===== src/rtl/uart_rx_pkg.sv =====
package uart_rx_pkg;
  typedef enum logic [2:0] {
    RX_IDLE, RX_START, RX_DATA, RX_PAR, RX_STOP, RX_HOLD
  } rx_state_e;

  typedef struct packed {
    logic brk;
    logic ferr;
    logic perr;
  } rx_err_t;

  localparam int ST_READY = 0;
  localparam int ST_OVR   = 1;
  localparam int ST_PAR   = 2;
  localparam int ST_FRM   = 3;
  localparam int ST_BRK   = 4;
endpackage


===== src/rtl/uart_rx_frame.sv =====
module uart_rx_frame
  import uart_rx_pkg::*;
#(
  parameter int DATA_W = 8,
  parameter int OVS    = 16
) (
  input  logic              clk,
  input  logic              rst,
  input  logic              tick,
  input  logic              rxd,
  input  logic [1:0]        len_sel,
  input  logic              par_en,
  input  logic              par_odd,
  output logic              done,
  output logic [DATA_W-1:0] char_o,
  output rx_err_t           err_o
);
  localparam int CNT_W = $clog2(OVS);
  localparam int IDX_W = $clog2(DATA_W);
  localparam logic [CNT_W-1:0] MID  = CNT_W'(OVS / 2 - 1);
  localparam logic [CNT_W-1:0] LAST = CNT_W'(OVS - 1);

  rx_state_e         st;
  logic [CNT_W-1:0]  cnt;
  logic [IDX_W-1:0]  idx;
  logic [IDX_W-1:0]  last_idx;
  logic [DATA_W-1:0] shreg;
  logic              pbit;
  logic              allz;
  logic              brk_now;

  assign last_idx = IDX_W'(DATA_W - 4) + IDX_W'(len_sel);
  assign brk_now  = allz & ~rxd;

  always_ff @(posedge clk) begin
    if (rst) begin
      st     <= RX_IDLE;
      cnt    <= '0;
      idx    <= '0;
      shreg  <= '0;
      pbit   <= 1'b0;
      allz   <= 1'b0;
      done   <= 1'b0;
      char_o <= '0;
      err_o  <= '0;
    end else begin
      done <= 1'b0;
      if (tick) begin
        case (st)
          RX_IDLE: if (!rxd) begin
            st  <= RX_START;
            cnt <= '0;
          end
          RX_START: if (cnt == MID) begin
            cnt <= '0;
            if (!rxd) begin
              st    <= RX_DATA;
              idx   <= '0;
              shreg <= '0;
              allz  <= 1'b1;
            end else begin
              st <= RX_IDLE;
            end
          end else begin
            cnt <= cnt + 1'b1;
          end
          RX_DATA: if (cnt == LAST) begin
            cnt        <= '0;
            shreg[idx] <= rxd;
            allz       <= allz & ~rxd;
            if (idx == last_idx) st <= par_en ? RX_PAR : RX_STOP;
            else idx <= idx + 1'b1;
          end else begin
            cnt <= cnt + 1'b1;
          end
          RX_PAR: if (cnt == LAST) begin
            cnt  <= '0;
            pbit <= rxd;
            allz <= allz & ~rxd;
            st   <= RX_STOP;
          end else begin
            cnt <= cnt + 1'b1;
          end
          RX_STOP: if (cnt == LAST) begin
            cnt        <= '0;
            done       <= 1'b1;
            char_o     <= shreg;
            err_o.brk  <= brk_now;
            err_o.ferr <= ~rxd & ~allz;
            err_o.perr <= par_en & ~brk_now & (^shreg ^ pbit ^ par_odd);
            st         <= brk_now ? RX_HOLD : RX_IDLE;
          end else begin
            cnt <= cnt + 1'b1;
          end
          RX_HOLD: if (rxd) st <= RX_IDLE;
          default: st <= RX_IDLE;
        endcase
      end
    end
  end
endmodule


===== src/rtl/uart_rx_status.sv =====
module uart_rx_status
  import uart_rx_pkg::*;
#(
  parameter int DATA_W = 8
) (
  input  logic              clk,
  input  logic              rst,
  input  logic              done,
  input  logic [DATA_W-1:0] char_i,
  input  rx_err_t           err_i,
  input  logic              rd_data,
  input  logic              rd_stat,
  output logic [DATA_W-1:0] hold_q,
  output logic [7:0]        stat_q
);
  logic ready, ovr, perr, ferr, brk;

  always_ff @(posedge clk) begin
    if (rst) begin
      hold_q <= '0;
      ready  <= 1'b0;
      ovr    <= 1'b0;
      perr   <= 1'b0;
      ferr   <= 1'b0;
      brk    <= 1'b0;
    end else begin
      if (done) hold_q <= char_i;

      if (done)         ready <= 1'b1;
      else if (rd_data) ready <= 1'b0;

      if (done && ready && !rd_data) ovr <= 1'b1;
      else if (rd_stat)              ovr <= 1'b0;

      if (done && err_i.perr) perr <= 1'b1;
      else if (rd_stat)       perr <= 1'b0;

      if (done && err_i.ferr) ferr <= 1'b1;
      else if (rd_stat)       ferr <= 1'b0;

      if (done && err_i.brk)  brk <= 1'b1;
      else if (rd_stat)       brk <= 1'b0;
    end
  end

  always_comb begin
    stat_q          = '0;
    stat_q[ST_READY] = ready;
    stat_q[ST_OVR]   = ovr;
    stat_q[ST_PAR]   = perr;
    stat_q[ST_FRM]   = ferr;
    stat_q[ST_BRK]   = brk;
  end
endmodule


===== src/rtl/uart_rx_lsr.sv =====
module uart_rx_lsr
  import uart_rx_pkg::*;
#(
  parameter int DATA_W      = 8,
  parameter int OVS         = 16,
  parameter int SYNC_STAGES = 2
) (
  input  logic        clk,
  input  logic        rst,
  input  logic        tick16,
  input  logic        rxd_pin,
  input  logic        loop_en,
  input  logic        loop_txd,
  input  logic [1:0]  len_sel,
  input  logic        par_en,
  input  logic        par_odd,
  input  logic        rd_data,
  input  logic        rd_stat,
  output logic [7:0]  rx_data,
  output logic [7:0]  line_stat,
  output logic        data_avail,
  output logic        err_irq
);
  logic [SYNC_STAGES-1:0] sync_q;
  logic                   rx_src;
  logic                   frm_done;
  logic [DATA_W-1:0]      frm_char;
  rx_err_t                frm_err;
  logic [DATA_W-1:0]      hold_q;

  generate
    if (SYNC_STAGES == 1) begin : g_sync1
      always_ff @(posedge clk) begin
        if (rst) sync_q <= '1;
        else     sync_q <= rxd_pin;
      end
    end else begin : g_syncn
      always_ff @(posedge clk) begin
        if (rst) sync_q <= '1;
        else     sync_q <= {sync_q[SYNC_STAGES-2:0], rxd_pin};
      end
    end
  endgenerate

  assign rx_src = loop_en ? loop_txd : sync_q[SYNC_STAGES-1];

  uart_rx_frame #(.DATA_W(DATA_W), .OVS(OVS)) i_frame (
    .clk     (clk),
    .rst     (rst),
    .tick    (tick16),
    .rxd     (rx_src),
    .len_sel (len_sel),
    .par_en  (par_en),
    .par_odd (par_odd),
    .done    (frm_done),
    .char_o  (frm_char),
    .err_o   (frm_err)
  );

  uart_rx_status #(.DATA_W(DATA_W)) i_status (
    .clk     (clk),
    .rst     (rst),
    .done    (frm_done),
    .char_i  (frm_char),
    .err_i   (frm_err),
    .rd_data (rd_data),
    .rd_stat (rd_stat),
    .hold_q  (hold_q),
    .stat_q  (line_stat)
  );

  assign rx_data    = 8'(hold_q);
  assign data_avail = line_stat[ST_READY];
  assign err_irq    = |line_stat[ST_BRK:ST_OVR];
endmodule


===== config.mk =====
export PLATFORM = sky130hd
export DESIGN_NAME = uart_rx_lsr
export DESIGN_NICKNAME = d
export VERILOG_FILES = /design/src/rtl/uart_rx_pkg.sv /design/src/rtl/uart_rx_frame.sv /design/src/rtl/uart_rx_status.sv /design/src/rtl/uart_rx_lsr.sv
export SDC_FILE = /design/constraint.sdc
export NUM_CORES = 1
export LEC_CHECK = 0
export BUFFER_PORTS_ARGS = -buffer_cell sky130_fd_sc_hd__buf_2
export CAP_MARGIN = 20
export CORE_MARGIN = 2
export CORE_UTILIZATION = 41
export DETAILED_ROUTE_END_ITERATION = 6
export PLACE_DENSITY_LB_ADDON = 0.05
export SYNTH_ARGS = -nofsm -noshare
export SYNTH_HDL_FRONTEND = slang
export SYNTH_SLANG_ARGS = --single-unit

===== constraint.sdc =====
create_clock -name clk -period 4.55 [get_ports clk]
set_input_delay 0.6825 -clock clk [delete_from_list [all_inputs] [get_ports clk]]
set_output_delay 0.6825 -clock clk [all_outputs]
set_load 0.1 [all_outputs]

# == Yosys cells after proc, flatten, opt, wreduce, memory -nomap -nowiden ==
# Index checks and enable logic that the tools add are counted.
# word_totals
output_inout_bits,18
ff_bits,47
# op_classes
n_eq_ne,18
n_lt_le_gt_ge,2
addsub,3
n_reduce_logical,28
n_bitwise,11
muxes,40
# ops
op,n
$mux W3,13
$mux W8,3
$pmux W3 S6,1
$pmux W8 S2,1
$ne A2 B1 Y1 const B,7
$reduce_bool A2 Y1,7
$mux W1,13
$mux W4,3
$pmux W4 S3,1
$reduce_and A5 Y1,2
$reduce_and A3 Y1,3
$bwmux W8,1
$reduce_and A8 Y1,1
$reduce_xor A8 Y1,1
$eq A3 B2 Y1 const B,2
$eq A3 B3 Y1 const B,2
$logic_and A1 B1 Y1,6
$ne A2 B2 Y1 const B,3
$pmux W3 S2,1
$reduce_and A6 Y1,1
$reduce_or A3 Y1,2
$not A1 Y1,5
$add A4 B1 Y4 const B,1
$and A1 B1 Y1,4
other kinds (17),18

# == Longest topological paths before layout ==
# Gate-level depths: netlist of run 1.
# logic_depth
ltp_word,7
depth_mapped,8
depth_no_buf,6

# == Cells and area by module ==
# Synthesis of run 1 repeated with hierarchy kept, for this count alone.
# hier_totals
hier_cells,285
hier_area_um2,2363.5
# by_module_without_submodules
module,cells_each,area_per_inst_um2,instances
uart_rx_frame,224,1757.9,1
uart_rx_status,54,526.8,1
uart_rx_lsr,7,78.8,1

# == Worst setup path before layout of run 1 ==
# Ideal clock, no wire load.
# synth_path
kind,register to output
from,register i_status.ready
to,output port line_stat[0]
arrival_time_ns,1.367
path_stages_with_launch,2
setup_slack_ns,2.500
required_ns,3.868
path_cell_list,dfxtp_1 buf_4
# synth_lines
element,line,rtl
"start, declared",uart_rx_status.sv:16,"logic ready, ovr, perr, ferr, brk;"
"start signal, assigned",uart_rx_status.sv:21,ready <= 1'b0;
"start signal, assigned",uart_rx_status.sv:29,if (done) ready <= 1'b1;
"start signal, assigned",uart_rx_status.sv:30,else if (rd_data) ready <= 1'b0;
"end, declared",uart_rx_lsr.sv:20,"output logic [7:0] line_stat,"
# No word-level cell between the ends.

# == Worst setup path in the final report of run 1 ==
# layout_path
from,register i_frame.cnt[1]
to,register i_frame.err_o[1] in the netlist's numbering
# layout_via
elab_chain_len,2
# layout_lines
element,line,rtl
"start, declared",uart_rx_frame.sv:24,logic [CNT_W-1:0] cnt;
"start signal, assigned",uart_rx_frame.sv:65,cnt <= cnt + 1'b1;
"start signal, assigned",uart_rx_frame.sv:74,cnt <= cnt + 1'b1;
"start signal, assigned",uart_rx_frame.sv:82,cnt <= cnt + 1'b1;
$eq A4 B4 Y1,uart_rx_frame.sv:84,RX_STOP: if (cnt == LAST) begin
$reduce_and A3 Y1 (no source line),-,
"end, declared",uart_rx_frame.sv:16,output rx_err_t err_o
# Every way passes these cells.
# A chain may end at the register's enable or synchronous reset.

==> results of run 1 <==
-- cell usage after synthesis (all sizes together), types with 3 or more instances --
cell	count
clkbuf	9
nand4b	3
mux2i	18
a22oi	4
nor2	35
xnor2	12
or3	6
nor2b	3
o21ai	4
buf	16
or2	3
nor3	7
a21oi	19
o41ai	3
nand2	16
dfxtp	47
a31oi	3
o31ai	4
or3b	3
nand2b	4
nand4	6
nand3b	5
nand3	6
-- worst max-delay path by stage --
stage / startpoint / endpoint / slack [ns] / depth (start not counted)
after floorplan: i_status.ready$_SDFFE_PP0P_ / line_stat[0] / 2.50 / 1
after global placement: loop_en / i_frame.shreg[3]$_SDFFE_PP0P_ / 2.00 / 6
after detailed placement: loop_en / i_frame.shreg[3]$_SDFFE_PP0P_ / 1.90 / 6
after CTS: i_frame.cnt[1]$_SDFFE_PP0P_ / i_frame.err_o[1]$_SDFFE_PP0P_ / 2.16 / 6
after global routing: i_frame.cnt[1]$_SDFFE_PP0P_ / i_frame.err_o[1]$_SDFFE_PP0P_ / 1.86 / 6
final: i_frame.cnt[1]$_SDFFE_PP0P_ / i_frame.err_o[1]$_SDFFE_PP0P_ / 2.17 / 6
-- worst register-to-register path: cells and delay by family, from the launching register on --
| kind | cells | cell delay (ns) |
|---|---|---|
| AND/OR/NAND/NOR | 4 | 1.64 |
| flip-flops | 1 | 0.39 |
| adder cells (fa/ha/maj) | 1 | 0.22 |
| AO/OA/AOI/OAI | 1 | 0.07 |
-- registers in the layout, summed over array words and instances, names as in the netlist, 2 cells and up --
signal and count:
i_frame.char_o 8, i_frame.st 3, i_frame.idx 3, i_frame.shreg 8, i_status.hold_q 8, i_frame.err_o 3
sync_q 2, i_frame.cnt 4
-- power breakdown --
part	internal (mW)	switching, mW	leakage (nW)	total (mW)
clock network	0.181	0.144	0.0618	0.325
logic	0.0364	0.0649	0.542	0.101
registers	0.416	0.0147	0.379	0.431
total	0.634	0.224	0.983	0.857
-- area by class of cell --
type                       count  area [µm²]  share of cell area [%]
inverter                       1        3.75                   0.150
clock buffer                   6        82.6                    3.30
tap                           72        90.1                    3.60
clock inverter                 2        38.8                    1.55
sequential                    47         941                    37.6
timing repair buffer          26         130                    5.20
multi-input combinational    188        1220                    48.6
-- per-layer routing --
metal	share of wire [%]	wire length, µm
met2	43	2030
met5	0	0
met3	4.6	213
met1	51	2370
met4	1.1	53
-- logic make-up (layout without fill, tap and decap cells) --
group | after synthesis | count (layout) | synth area share (%)
other | 1 | 3 | 0.163
XOR/XNOR | 12 | 12 | 4.58
buffers and inverters | 26 | 35 | 6.43
AO/OA/AOI/OAI | 49 | 49 | 14.8
adder cells (fa/ha/maj) | 2 | 2 | 1.09
multiplexers | 19 | 19 | 8.33
AND/OR/NAND/NOR | 103 | 103 | 23.7
flip-flops | 47 | 47 | 41.0
-- through the flow --
stage          utilization, %  setup slack, ns  cell area, µm²  power (mW)  cells
2_1_floorplan               -             2.50            2300       0.527    261
3_3_place_gp             43.5             2.00            2380       0.541    334
3_5_place_dp             43.5             1.90            2380       0.541    334
4_1_cts                  45.7             2.16            2500       0.869    342
5_1_grt                  45.7             1.86            2500       0.895    342
6_report                 45.7             2.17            2500       0.857    342
==> impl_metrics.sql, run 1 <==
INSERT INTO impl_metrics (metric_group, metric, value, unit) VALUES
('status', 'status', 'completed', ''),
('final_layout', 'layout-drive-gt1-share', '16.7', '%'),
('worst_hold_path', 'timing.hold.worst.start', 'sync_q[0]$_SDFF_PP1_', ''),
('detailed_routing', 'drtIter0Drc', '67', ''),
('final_layout', 'fill_cell_count', '568', ''),
('setup_path', 'cp.required', '4.79', 'ns'),
('synthesis', 'top_ff_cell_synth', 'sky130_fd_sc_hd__dfxtp_1', ''),
('grt', 'grt_max_degree', '46', ''),
('setup_path', 'regToRegStartpoint', 'i_frame.cnt[1]$_SDFFE_PP0P_', ''),
('cts', 'clock_buffer_count_from_cts', '5', ''),
('power', 'ir_worst_vdd', '119', 'µV'),
('synthesis', 'postSynthRegisterBits', '47', ''),
('worst_hold_path', 'whs_endpoint', 'sync_q[1]$_SDFF_PP1_', ''),
('detailed_routing', 'wire_per_inst', '13.6', 'µm'),
('setup_path', 'crit-reg2reg-capture', 'i_frame.err_o[1]$_SDFFE_PP0P_', ''),
('floorplanning', 'floorplan.rows', '27', ''),
('grt', 'globalRouteMet1Util', '23.0', '%'),
('floorplanning', 'initial_utilization', '42.0', '%'),
('synthesis', 'post_synth_main_area_contributors', 'sky130_fd_sc_hd__dfxtp_1 41%, sky130_fd_sc_hd__mux2i_1 7.8%, sky130_fd_sc_hd__nor2_1 5.7%, sky130_fd_sc_hd__xnor2_1 4.6%, sky130_fd_sc_hd__a21oi_1 4.1%', ''),
('floorplanning', 'die_h', '78.9', 'µm'),
('grt', 'antenna_found_initial', '0', ''),
('final_layout', 'layout.cells.most_common', 'sky130_fd_sc_hd__dfxtp_1', ''),
('floorplanning', 'die_outline_area', '0.00622', 'mm²'),
('grt', 'first_global_vias', '1654', ''),
('synthesis', 'number_of_enable_flip_flop_cells_after_synthesis', '0', ''),
('sta', 'final.hold.worst_slack', '0.416', 'ns'),
('synthesis', 'yosys_warning_count', '0', ''),
('grt', 'grtUsageMet2', '24.5', '%'),
('sta', 'rsz0062_at_grt', 'no', ''),
('cts', 'post_cts_resize_count', '0', ''),
('place', 'post-dp-hpwl', '3.22', 'mm'),
('sta', 'final.setup.tns', '0', 'ns'),
('grt', 'globalRouteTotalUtil', '16.3', '%'),
('setup_path', 'worstPathBufferInverterCount', '0', ''),
('synthesis', 'ys_async_rst_share', '0', '%'),
('detailed_routing', 'via_per_inst', '5.22', ''),
('synthesis', 'synthDominantCellAreaShare', '41.0', '%'),
('grt', 'met3_usage', '3.98', '%'),
('synthesis', 'syn_inst', '259', ''),
('detailed_routing', 'route.detailed.drc', '0', ''),
('cts', 'clock_tree_from_tritoncts', 'yes', ''),
('floorplanning', 'io_pins', '30', ''),
('setup_path', 'ff2ff_setup_slack', '2.17', 'ns'),
('grt', 'grt.busiest_layer', 'met2', ''),
('cts', 'cts.reportedPaths.clkPinSlew', '0.09', 'ns'),
('synthesis', 'post-synth-top-area-cell', 'sky130_fd_sc_hd__dfxtp_1', ''),
('floorplanning', 'core-area', '0.00547', 'mm²'),
('setup_path', 'worstSetupEndpointType', 'register', ''),
('grt', 'grt_pass1_wl', '8.07', 'mm'),
('sta', 'post_layout_min_period', '2.38', 'ns'),
('cts', 'cts.root.buffer_cell', 'sky130_fd_sc_hd__clkbuf_8', ''),
('grt', 'grt_remaining_overflow', '0', ''),
('worst_hold_path', 'worstHoldPathType', 'reg -> reg', ''),
('final_layout', 'finalNetCount', '283', ''),
('sta', 'max_freq', '421', 'MHz'),
('setup_path', 'worst-path-max-fanout', '15', ''),
('detailed_routing', 'final_antenna_net_count', '0', ''),
('setup_path', 'crit_path_category', 'reg -> reg', ''),
('floorplanning', 'die-width', '78.9', 'µm'),
('worst_hold_path', 'hold-path-cell-count', '1', ''),
('sta', 'finalSetupViolCount', '0', ''),
('power', 'power_leakage', '0.983', 'nW'),
('sta', 'slew_headroom', '31.9', '%'),
('setup_path', 'worst-endpoint-arrival', '2.61', 'ns'),
('place', 'io_buffer_count', '26', ''),
('setup_path', 'worst_path_dominant_cell_family', 'simple AND/OR/NAND/NOR gates', ''),
('synthesis', 'synth-seq-area-share', '41.0', '%'),
('setup_path', 'critPathLaunchType', 'register', ''),
('cts', 'hold_buffers', '0', ''),
('power', 'cellPowerDensity', '343', 'mW/mm²'),
('setup_path', 'cp_slowest_stage_delay', '0.72', 'ns');
(Power assumes the default switching activity.)
==> inputs of run 2 (changes only) <==
--- a/config.mk
+++ b/config.mk
@@ -5,6 +5,7 @@
 export SDC_FILE = /design/constraint.sdc
 export NUM_CORES = 1
 export LEC_CHECK = 0
+export ABC_AREA = 1
 export BUFFER_PORTS_ARGS = -buffer_cell sky130_fd_sc_hd__buf_2
 export CAP_MARGIN = 20
 export CORE_MARGIN = 2
==> constraint.sdc (replaced) <==
create_clock -name clk -period 2.15 [get_ports clk]
set_input_delay 0.3225 -clock clk [delete_from_list [all_inputs] [get_ports clk]]
set_output_delay 0.3225 -clock clk [all_outputs]
set_load 0.1 [all_outputs]
==> run 2 against run 1 <==
Cell area is 3.7% higher. First-iteration DRC count rose by 63%. Non-clock buffer count is 5 higher. Critical path type unchanged. Critical endpoint is now i_frame.shreg[2]$_SDFFE_PP0P_. Routed wire length grew 7.7%. Largest cell class unchanged.
==> impl_metrics.sql, run 2 <==
INSERT INTO impl_metrics (metric_group, metric, value, unit) VALUES
('cts', 'clk-insertion-delay-late', '0.30', 'ns'),
('setup_path', 'worstRegToRegCells', '9', ''),
('sta', 'layout_worst_path_cycle_share', '84.8', '%'),
('setup_path', 'critPathLaunchType', 'register', ''),
('final_layout', 'layout-drive-gt1-share', '13.6', '%'),
('cts', 'post-cts-setup-buffer-count', '0', ''),
('detailed_routing', 'wl_met1', '2.47', 'mm'),
('setup_path', 'worstPathBufferInverterCount', '0', ''),
('detailed_routing', 'route.top_layer_used', 'met4', ''),
('synthesis', 'synth.distinct_cells', '29', ''),
('floorplanning', 'io_pins', '30', ''),
('sta', 'max_freq', '548', 'MHz'),
('floorplanning', 'die_h', '79.7', 'µm'),
('cts', 'cts.root.buffer_cell', 'sky130_fd_sc_hd__clkbuf_8', ''),
('final_layout', 'utilization', '47.1', '%'),
('final_layout', 'reg.largest.list', 'i_frame.char_o x8, i_frame.shreg x8, i_status.hold_q x8', ''),
('sta', 'slew_violations', '0', ''),
('setup_path', 'regToRegStartpoint', 'i_frame.cnt[0]$_SDFFE_PP0P_', ''),
('flow_run', 'max-cap-violations', '0', ''),
('final_layout', 'areaGrowthSynthToFinish', '10.4', '%'),
('cts', 'clock_sinks', '47', ''),
('power', 'cellPowerDensity', '844', 'mW/mm²'),
('setup_path', 'cp.required', '2.38', 'ns'),
('sta', 'clock_skew', '0.00744', 'ns'),
('grt', 'globalRouteTotalUtil', '17.5', '%'),
('synthesis', 'number_of_enable_flip_flop_cells_after_synthesis', '0', ''),
('detailed_routing', 'via_per_inst', '4.78', ''),
('place', 'post-dp-hpwl', '3.84', 'mm'),
('floorplanning', 'die_outline_area', '0.00635', 'mm²'),
('worst_hold_path', 'worstHoldPathType', 'in -> reg', ''),
('synthesis', 'post-synth-top-area-cell', 'sky130_fd_sc_hd__dfxtp_1', ''),
('detailed_routing', 'final_antenna_net_count', '0', ''),
('setup_path', 'critical_path.cell_chain', 'ha_1, nand2_1, nor2_1, nor2_1, nor2_1, nand3_2, nor2_2, nand2_1, a21oi_1', ''),
('cts', 'htree_num_levels', '2', ''),
('final_layout', 'fill_cell_count', '590', ''),
('sta', 'postLayoutSetupSlackWorst', '0.327', 'ns'),
('final_layout', 'most-common-layout-cells', '73 x sky130_fd_sc_hd__nand2_1, 73 x sky130_fd_sc_hd__nor2_1, 47 x sky130_fd_sc_hd__dfxtp_1', ''),
('sta', 'final.hold.worst_slack', '0.206', 'ns'),
('setup_path', 'ff2ff_setup_slack', '0.33', 'ns'),
('grt', 'grt_pass1_wl', '8.74', 'mm'),
('setup_path', 'cp_common_cell', 'sky130_fd_sc_hd__nor2_1', ''),
('synthesis', 'synth-seq-area-share', '40.0', '%'),
('final_layout', 'finalNetCount', '388', ''),
('grt', 'grt_max_degree', '22', ''),
('sta', 'finalHoldViolations', '0', ''),
('detailed_routing', 'drt-total-wl', '5.03', 'mm'),
('synthesis', 'netlist_area', '0.00235', 'mm²'),
('place', 'gp_routability_congestion', '0.808', ''),
('detailed_routing', 'drt-pass1-iter-count', '4', ''),
('grt', 'grt_remaining_overflow', '0', ''),
('detailed_routing', 'route.detailed.drc', '0', ''),
('detailed_routing', 'met2_length', '2.36', 'mm'),
('cts', 'clock_buffer_count_from_cts', '5', ''),
('floorplanning', 'die-width', '79.7', 'µm'),
('cts', 'clock_tree_from_tritoncts', 'yes', ''),
('floorplanning', 'core-area', '0.00551', 'mm²'),
('detailed_routing', 'drtIter0Drc', '109', ''),
('place', 'worst_setup_slack_after_placement', '0.353', 'ns'),
('synthesis', 'top_ff_cell_synth', 'sky130_fd_sc_hd__dfxtp_1', ''),
('synthesis', 'syn_inst', '351', ''),
('cts', 'post_cts_resize_count', '0', ''),
('setup_path', 'worst-endpoint-arrival', '2.05', 'ns'),
('cts', 'hold_buffers', '0', ''),
('synthesis', 'syn-mean-instance-area', '6.69', 'µm²'),
('setup_path', 'number_of_cells_on_the_critical_path', '9', ''),
('setup_path', 'critical_path.endpoint', 'i_frame.shreg[2]$_SDFFE_PP0P_', ''),
('setup_path', 'worst_path_dominant_cell_family', 'simple AND/OR/NAND/NOR gates', ''),
('sta', 'final.setup.tns', '0', 'ns'),
('setup_path', 'crit_path_category', 'reg -> reg', ''),
('power', 'report.power.total', '2.19', 'mW'),
('sta', 'finalSetupViolCount', '0', ''),
('detailed_routing', 'wire_per_inst', '11.2', 'µm'),
('grt', 'first_global_vias', '1860', ''),
('setup_path', 'worstSetupEndpointType', 'register', ''),
('power', 'ir_worst_vdd', '446', 'µV'),
('final_layout', 'num_antenna_cells', '0', ''),
('setup_path', 'cp_slowest_stage_delay', '0.38', 'ns'),
('synthesis', 'netlist_top_cells_count', '73 x sky130_fd_sc_hd__nand2_1, 73 x sky130_fd_sc_hd__nor2_1, 47 x sky130_fd_sc_hd__dfxtp_1', ''),
('setup_path', 'worst-path-max-fanout', '8', ''),
('detailed_routing', 'met3RoutedLength', '138', 'µm'),
('sta', 'rsz0062_at_grt', 'no', ''),
('floorplanning', 'initial_utilization', '42.7', '%'),
('cts', 'cts.reportedPaths.clkPinSlew', '0.09', 'ns'),
('synthesis', 'postSynthRegisterBits', '47', ''),
('synthesis', 'ys_async_rst_share', '0', '%'),
('place', 'io_buffer_count', '26', ''),
('setup_path', 'crit-reg2reg-capture', 'i_frame.shreg[2]$_SDFFE_PP0P_', ''),
('cts', 'clk_path_buf_depth', '2', ''),
('synthesis', 'synthDominantCellAreaShare', '40.0', '%'),
('power', 'power_leakage', '1.21', 'nW'),
('detailed_routing', 'routed-via-count', '2138', ''),
('synthesis', 'yosys_warning_count', '0', ''),
('sta', 'post_layout_min_period', '1.82', 'ns'),
('synthesis', 'post_synth_main_area_contributors', 'sky130_fd_sc_hd__dfxtp_1 40%, sky130_fd_sc_hd__nand2_1 12%, sky130_fd_sc_hd__nor2_1 12%, sky130_fd_sc_hd__o21ai_0 6.2%, sky130_fd_sc_hd__a21oi_1 5.1%', ''),
('status', 'status', 'completed', ''),
('floorplanning', 'floorplan.rows', '27', ''),
('setup_path', 'cpMaxStageDelayCell', 'sky130_fd_sc_hd__dfxtp_1', ''),
('grt', 'antenna_found_initial', '0', ''),
('setup_path', 'start_point_of_the_critical_path', 'i_frame.cnt[0]$_SDFFE_PP0P_', '');
-- run 2: layer usage --
metal	vias up	global-route usage, %
met5	-	0
met4	0	4.66
met3	5	3.39
met2	29	29.6
met1	948	22.7
li1	1156	-
-- run 2: cell families after synthesis --
family	synth area share, %
and+or+nand+nor	33.5
adders and majority gates	1.06
xor gates and xnor gates	2.24
buffers and inverters	10.4
other	0.160
AOI/OAI and AO/OA	12.6
DFF	40.0
-- run 2: per-stage QoR --
step | area [µm²] | instances
after global routing | 2590 | 447
after global placement | 2510 | 439
after detailed placement | 2510 | 439
after floorplan | 2360 | 353
after CTS | 2590 | 447
final | 2590 | 447
-- run 2: cell type report --
cell class                 instances  area [µm²]  area share [%]
inverter                          35         131            5.06
clock inverter                     1        5.00           0.193
timing repair buffer              31         180            6.94
sequential                        47         941            36.3
multi-input combinational        254        1170            45.1
tap                               72        90.1            3.47
clock buffer                       7        76.3            2.94
-- run 2: worst min-delay path by stage --
stage | slack, ns | from | depth (start not counted) | to
6_report | 0.21 | rxd_pin | 2 | sync_q[0]$_SDFF_PP1_
3_5_place_dp | 0.40 | sync_q[0]$_SDFF_PP1_ | 1 | sync_q[1]$_SDFF_PP1_
2_1_floorplan | 0.39 | sync_q[0]$_SDFF_PP1_ | 1 | sync_q[1]$_SDFF_PP1_
4_1_cts | 0.19 | rxd_pin | 2 | sync_q[0]$_SDFF_PP1_
5_1_grt | 0.20 | rxd_pin | 2 | sync_q[0]$_SDFF_PP1_
3_3_place_gp | 0.39 | sync_q[0]$_SDFF_PP1_ | 1 | sync_q[1]$_SDFF_PP1_
-- run 2: report_power, final --
part | total [mW] | switching, mW | internal, mW | leakage [nW]
Combinational | 0.679 | 0.464 | 0.215 | 0.792
Clock | 0.517 | 0.288 | 0.229 | 0.0422
Sequential | 0.995 | 0.0755 | 0.920 | 0.380
Total | 2.19 | 0.828 | 1.36 | 1.21
